==> config.mk <==
export PLATFORM = sky130hd
export DESIGN_NAME = packed_halving_adder
export DESIGN_NICKNAME = d
export VERILOG_FILES = /design/src/rtl/packed_halving_adder.sv
export SDC_FILE = /design/constraint.sdc
export NUM_CORES = 1
export LEC_CHECK = 0
export BUFFER_PORTS_ARGS = -buffer_cell sky130_fd_sc_hd__clkbuf_2
export CAP_MARGIN = 10
export CORE_MARGIN = 1
export CORE_UTILIZATION = 50
export DETAILED_ROUTE_END_ITERATION = 10
export GPL_ROUTABILITY_DRIVEN = 0
export GPL_TIMING_DRIVEN = 1
export HOLD_SLACK_MARGIN = 0.06
export PLACE_DENSITY = 0.79
export SLEW_MARGIN = 20
export SYNTH_ARGS = -nofsm -noshare
export SYNTH_HDL_FRONTEND = slang
export SYNTH_SLANG_ARGS = --single-unit
==> constraint.sdc <==
create_clock -name clk -period 5.8 [get_ports clk]
set_input_delay 1.74 -clock clk [delete_from_list [all_inputs] [get_ports clk]]
set_output_delay 1.74 -clock clk [all_outputs]
set_load 0.02 [all_outputs]
==> src/rtl/packed_halving_adder.sv <==
module packed_halving_adder #(
  parameter int W = 32
) (
  input  logic         clk,
  input  logic         rst,
  input  logic         in_vld,
  input  logic [W-1:0] a,
  input  logic [W-1:0] b,
  input  logic         sub,
  input  logic [1:0]   fmt,
  input  logic         adj,
  input  logic         flag_clr,
  output logic         out_vld,
  output logic [W-1:0] res,
  output logic         ovf
);
  localparam int H = W / 2;
  localparam int B = W / 4;
  localparam logic [1:0] F_USAT = 2'd0, F_UBYTE = 2'd1, F_SHALF = 2'd2, F_SWORD = 2'd3;

  logic [1:0]   h_ov;
  logic [W-1:0] r_uh, r_ub, r_sh, r_sw, nxt;

  for (genvar g = 0; g < 2; g++) begin : g_half
    wire [H-1:0] x = a[g*H +: H];
    wire [H-1:0] y = b[g*H +: H];
    wire [H:0]   s = sub ? {1'b0, x} - {1'b0, y} : {1'b0, x} + {1'b0, y};
    wire [H:0]   t = (sub ? {x[H-1], x} - {y[H-1], y} : {x[H-1], x} + {y[H-1], y})
                     + {{H{1'b0}}, adj};
    assign h_ov[g] = s[H];
    assign r_uh[g*H +: H] = (s[H] && adj) ? (sub ? {H{1'b0}} : {H{1'b1}}) : s[H-1:0];
    assign r_sh[g*H +: H] = t[H:1];
  end

  for (genvar g = 0; g < 4; g++) begin : g_byte
    wire [B-1:0] x = a[g*B +: B];
    wire [B-1:0] y = b[g*B +: B];
    wire [B:0]   u = (sub ? {1'b0, x} - {1'b0, y} : {1'b0, x} + {1'b0, y})
                     + {{B{1'b0}}, adj};
    assign r_ub[g*B +: B] = u[B:1];
  end

  wire [W:0] wsum = (sub ? {a[W-1], a} - {b[W-1], b} : {a[W-1], a} + {b[W-1], b})
                    + {{W{1'b0}}, adj};
  assign r_sw = wsum[W:1];

  always_comb begin
    case (fmt)
      F_USAT:  nxt = r_uh;
      F_UBYTE: nxt = r_ub;
      F_SHALF: nxt = r_sh;
      default: nxt = r_sw;
    endcase
  end

  wire ov_evt = in_vld && (fmt == F_USAT) && (|h_ov);

  always_ff @(posedge clk) begin
    if (rst) begin
      out_vld <= 1'b0;
      res     <= '0;
      ovf     <= 1'b0;
    end else begin
      out_vld <= in_vld;
      if (in_vld) res <= nxt;
      ovf <= (ovf & ~flag_clr) | ov_evt;
    end
  end

  p_vld_r2: assert property (@(posedge clk) disable iff (rst) in_vld |=> out_vld);
  p_novld_r2: assert property (@(posedge clk) disable iff (rst) !in_vld |=> !out_vld);
  p_hold_r10: assert property (@(posedge clk) disable iff (rst) !in_vld |=> $stable(res));
  p_sticky_r5: assert property (@(posedge clk) disable iff (rst) ovf && !flag_clr |=> ovf);
  p_halve_noflag_r5: assert property (@(posedge clk) disable iff (rst)
    !ovf && !(in_vld && fmt == F_USAT) |=> !ovf);
  p_clear_r6: assert property (@(posedge clk) disable iff (rst)
    flag_clr && !(in_vld && fmt == F_USAT) |=> !ovf);
  p_sat_top_r3: assert property (@(posedge clk) disable iff (rst)
    in_vld && fmt == F_USAT && !sub && adj && a[H-1:0] == {H{1'b1}} && b[H-1:0] != '0
    |=> res[H-1:0] == {H{1'b1}} && ovf);
  p_sat_floor_r4: assert property (@(posedge clk) disable iff (rst)
    in_vld && fmt == F_USAT && sub && adj && a[H-1:0] < b[H-1:0]
    |=> res[H-1:0] == '0 && ovf);
endmodule

==> flow_metrics.tcl <==
set metrics [dict create \
    placedCellCount 1479 \
    ir_worst_vdd_mv 0.139 \
    ff2ff_path_depth 3 \
    grt_max_degree 49 \
    drc_errors 0 \
    synth.avg_cell_area_um2 7.00 \
    viasPerCell 5.93 \
    p_leak_nw 3.98 \
    area_growth_pct 20.1 \
    path_max_fanout 7 \
    grt_pass1_vias 7976 \
    crit_arrival_ns 5.65 \
    cts_tree "yes" \
    worst_slack_ns 0.283 \
    wire_per_inst_um 16.1 \
    vias 8831 \
    seq_area_frac_synth_pct 8.66 \
    p_per_area_nw_per_um2 225 \
    clock_skew_ns 0 \
    drive_gt1_share_pct 21.4 \
    antenna_found_initial 0 \
    post-dp-hpwl_mm 19.8 \
    dp_worst_setup_slack_ns -0.386 \
    whs_ns 0.470 \
    async_flop_share_pct 0 \
    drt.antenna.violating_nets 0 \
    relSlewSlack_pct 49.7 \
    slew_viol_final 0 \
    nFillCells 1403 \
    reg2reg_from "res[31]$_SDFFE_PP0P_" \
    netlist_instances 1122 \
    cts_buffer_depth 2 \
    die_w_um 127 \
    ys_seq_elements 34 \
    drt_wl_total_mm 24.0 \
    cts_root_buf "clkbuf_16" \
    synth_nets 1270 \
    cts_inserted_buffers 5 \
    top_usage_layer "met2" \
    final_area_um2 9440 \
    maxCapViolations 0 \
    worst_hold_path.endpoint "res[1]$_SDFFE_PP0P_" \
    core_um2 15300 \
    required_ns 5.93 \
    initial_core_util_pct 51.5 \
    met1_usage_pct 41.8 \
    hold_path_class "flip-flop to flip-flop" \
    met3_usage_pct 5.15 \
    start_kind "input port" \
    outcome "complete, no violations" \
    fin_cells 1489 \
    drt_iter0_drc 986 \
    p_sw_mw 1.01 \
    setup_viol 0 \
    firstDrtPassIters 6 \
    total_power_mw 2.13 \
    netSwitchingFraction_pct 47.7 \
    grt_util_met2_pct 44.9 \
    antennaDiodeCount 0 \
    r2r_end "res[31]$_SDFFE_PP0P_" \
    clk_latency_ns 0.27 \
    rrSetupSlack_ns 4.86 \
    end_kind "flip-flop" \
    tns_ns 0 \
    min_period_ns 5.52 \
    cts_max_level 2 \
    io_pins 106 \
    rows 45 \
    clk_pin_slew_ns 0.06 \
    gr-total-overflow 0 \
    grt_pass1_wl_mm 38.6 \
    p_comb_share_pct 72.9 \
    hold_depth 2 \
    hold_buffers 0 \
    hold_start "res[1]$_SDFFE_PP0P_" \
    clkPwrFrac_pct 13.9 \
    tightest_slew_ns 0.754 \
    grtUsageTotal_pct 29.0 \
    power_frac_seq_pct 13.1 \
    intPower_mw 1.11 \
    place_area_um2 9130 \
    port_buffers 105 \
    yosysWarnings 0 \
    cts.sinks 34 \
    die_h_um 127 \
    nets 1425 \
    synth_edf_count 0 \
    syn_area_um2 7860 \
    finalCritPeriodShare_pct 95.1 \
    synth_ff_type "dfxtp_1" \
    critical_path_class "input port to flip-flop" \
    postLayoutCoreUtil_pct 61.8 \
    final_hold_viol_count 0 \
    max_freq_ghz 0.181 \
    dieArea_um2 16200 \
    synth_cell_type_count 85 \
]
-- logic make-up (layout without fill, tap and decap cells) --
kind of cell    Yosys count  after routing  share of synthesized area [%]
xor+xnor                161            161                           18.0
simple gates            404            404                           25.8
mux                      14             14                           1.86
flops                    34             34                           8.66
fa+ha+maj                76             76                           12.5
compound gates          332            332                           28.0
buf+inv                 101            257                           5.17
-- timing repair --
action,4_1_cts,5_1_grt
resized for setup,1,28
setup endpoints to repair,2,14
buffers inserted,0,2
cloned,0,0
pin swaps,0,4
hold endpoints to repair,0,0
-- worst max-delay path, stage by stage --
cell and delay, ns:
clkbuf_2 0.14, nor4_4 0.30, nor3b_4 0.33, a31oi_4 0.16
buf_4 0.20, nor2_1 0.13, xor2_1 0.08, ha_1 0.37
buf_4 0.16, nand2_1 0.08, nor2_2 0.15, nand3_1 0.16
a211oi_2 0.30, o22ai_1 0.14, xor2_1 0.19, nor4b_4 0.26
nand3_2 0.16, o31a_1 0.31, o21ai_1 0.18, a211oi_2 0.09
-- registers in the layout, summed over array words and instances (netlist names) --
| register | flops |
|---|---|
| res | 32 |
| out_vld | 1 |
| ovf | 1 |
-- layer usage --
layer	vias up	routed length, um
met5	-	0
met4	0	322
met3	27	2340
met2	406	10100
met1	4037	11200
li1	4361	-
-- cells in the mapped netlist, types with 8 or more instances --
cell	number	share of area [%]
or3_1	8	0.64
o21ai_0	55	3.5
mux2i_1	9	1.1
xor2_1	56	6.2
buf_2	13	0.83
clkbuf_1	34	1.6
nor2b_1	13	1.0
nand2_1	94	4.5
dfxtp_1	34	8.7
a21o_1	12	1.1
nand4_1	14	1.1
nor2_1	137	6.5
nand3_1	21	1.3
a21oi_1	99	6.3
o211ai_1	17	1.6
and2_1	11	0.88
nand2b_1	15	1.2
ha_1	72	11
a31oi_1	8	0.64
a211oi_1	24	2.3
o21a_1	16	1.5
nor3_1	40	2.5
xnor2_1	104	12
inv_1	47	2.2
o22ai_1	9	0.72
o21ai_1	14	0.89
-- power by group through the flow --
stage,sequential (mW),combinational (mW),clock [mW]
after floorplan,0.315,0.991,0
after global placement,0.283,1.46,0
after detailed placement,0.283,1.49,0
after CTS,0.279,1.49,0.299
after global routing,0.282,1.68,0.310
final,0.279,1.55,0.296
-- worst max-delay path by stage --
stage / startpoint / to / slack (ns) / cells after the start
finish: b[14] / res[30]$_SDFFE_PP0P_ / 0.28 / 20
global route: b[4] / res[30]$_SDFFE_PP0P_ / -0.04 / 25
CTS: b[8] / res[30]$_SDFFE_PP0P_ / 0.03 / 22
detailed placement: b[14] / res[30]$_SDFFE_PP0P_ / -0.39 / 20
global placement: b[14] / res[30]$_SDFFE_PP0P_ / -0.32 / 20
floorplan: b[11] / res[30]$_SDFFE_PP0P_ / 0.04 / 20
-- cells in the final DEF, fill, tap and decap left out, types with 5 or more instances in the layout --
cell type,instances
and2_1,10
a211oi_2,6
and4_1,6
nor3_2,5
nor2b_1,12
clkbuf_2,105
a21oi_1,97
inv_1,47
clkbuf_16,5
o22ai_1,9
or3_1,8
nand2_1,94
nor4_1,6
nand2b_1,15
nor2_1,133
xnor2_1,104
a221oi_1,7
buf_4,96
a211oi_1,23
and3_1,7
nor3_1,37
o21a_1,16
nand3_1,20
nand4_1,14
o211ai_1,17
dfxtp_1,34
o21ai_0,54
ha_1,70
mux2_2,5
a31oi_1,7
xor2_1,56
a21o_1,12
o21ai_1,14
mux2i_1,9
-- cell type report --
cell class | instances | area [um2] | share of cell area [%]
Multi-Input combinational cell | 987 | 6890 | 73.1
Timing Repair Buffer | 202 | 1260 | 13.3
Sequential cell | 34 | 681 | 7.21
Tap cell | 211 | 264 | 2.80
Inverter | 47 | 176 | 1.87
Clock buffer | 7 | 133 | 1.41
Clock inverter | 1 | 30.0 | 0.318
Note: power is estimated with default switching activity, not from simulation.
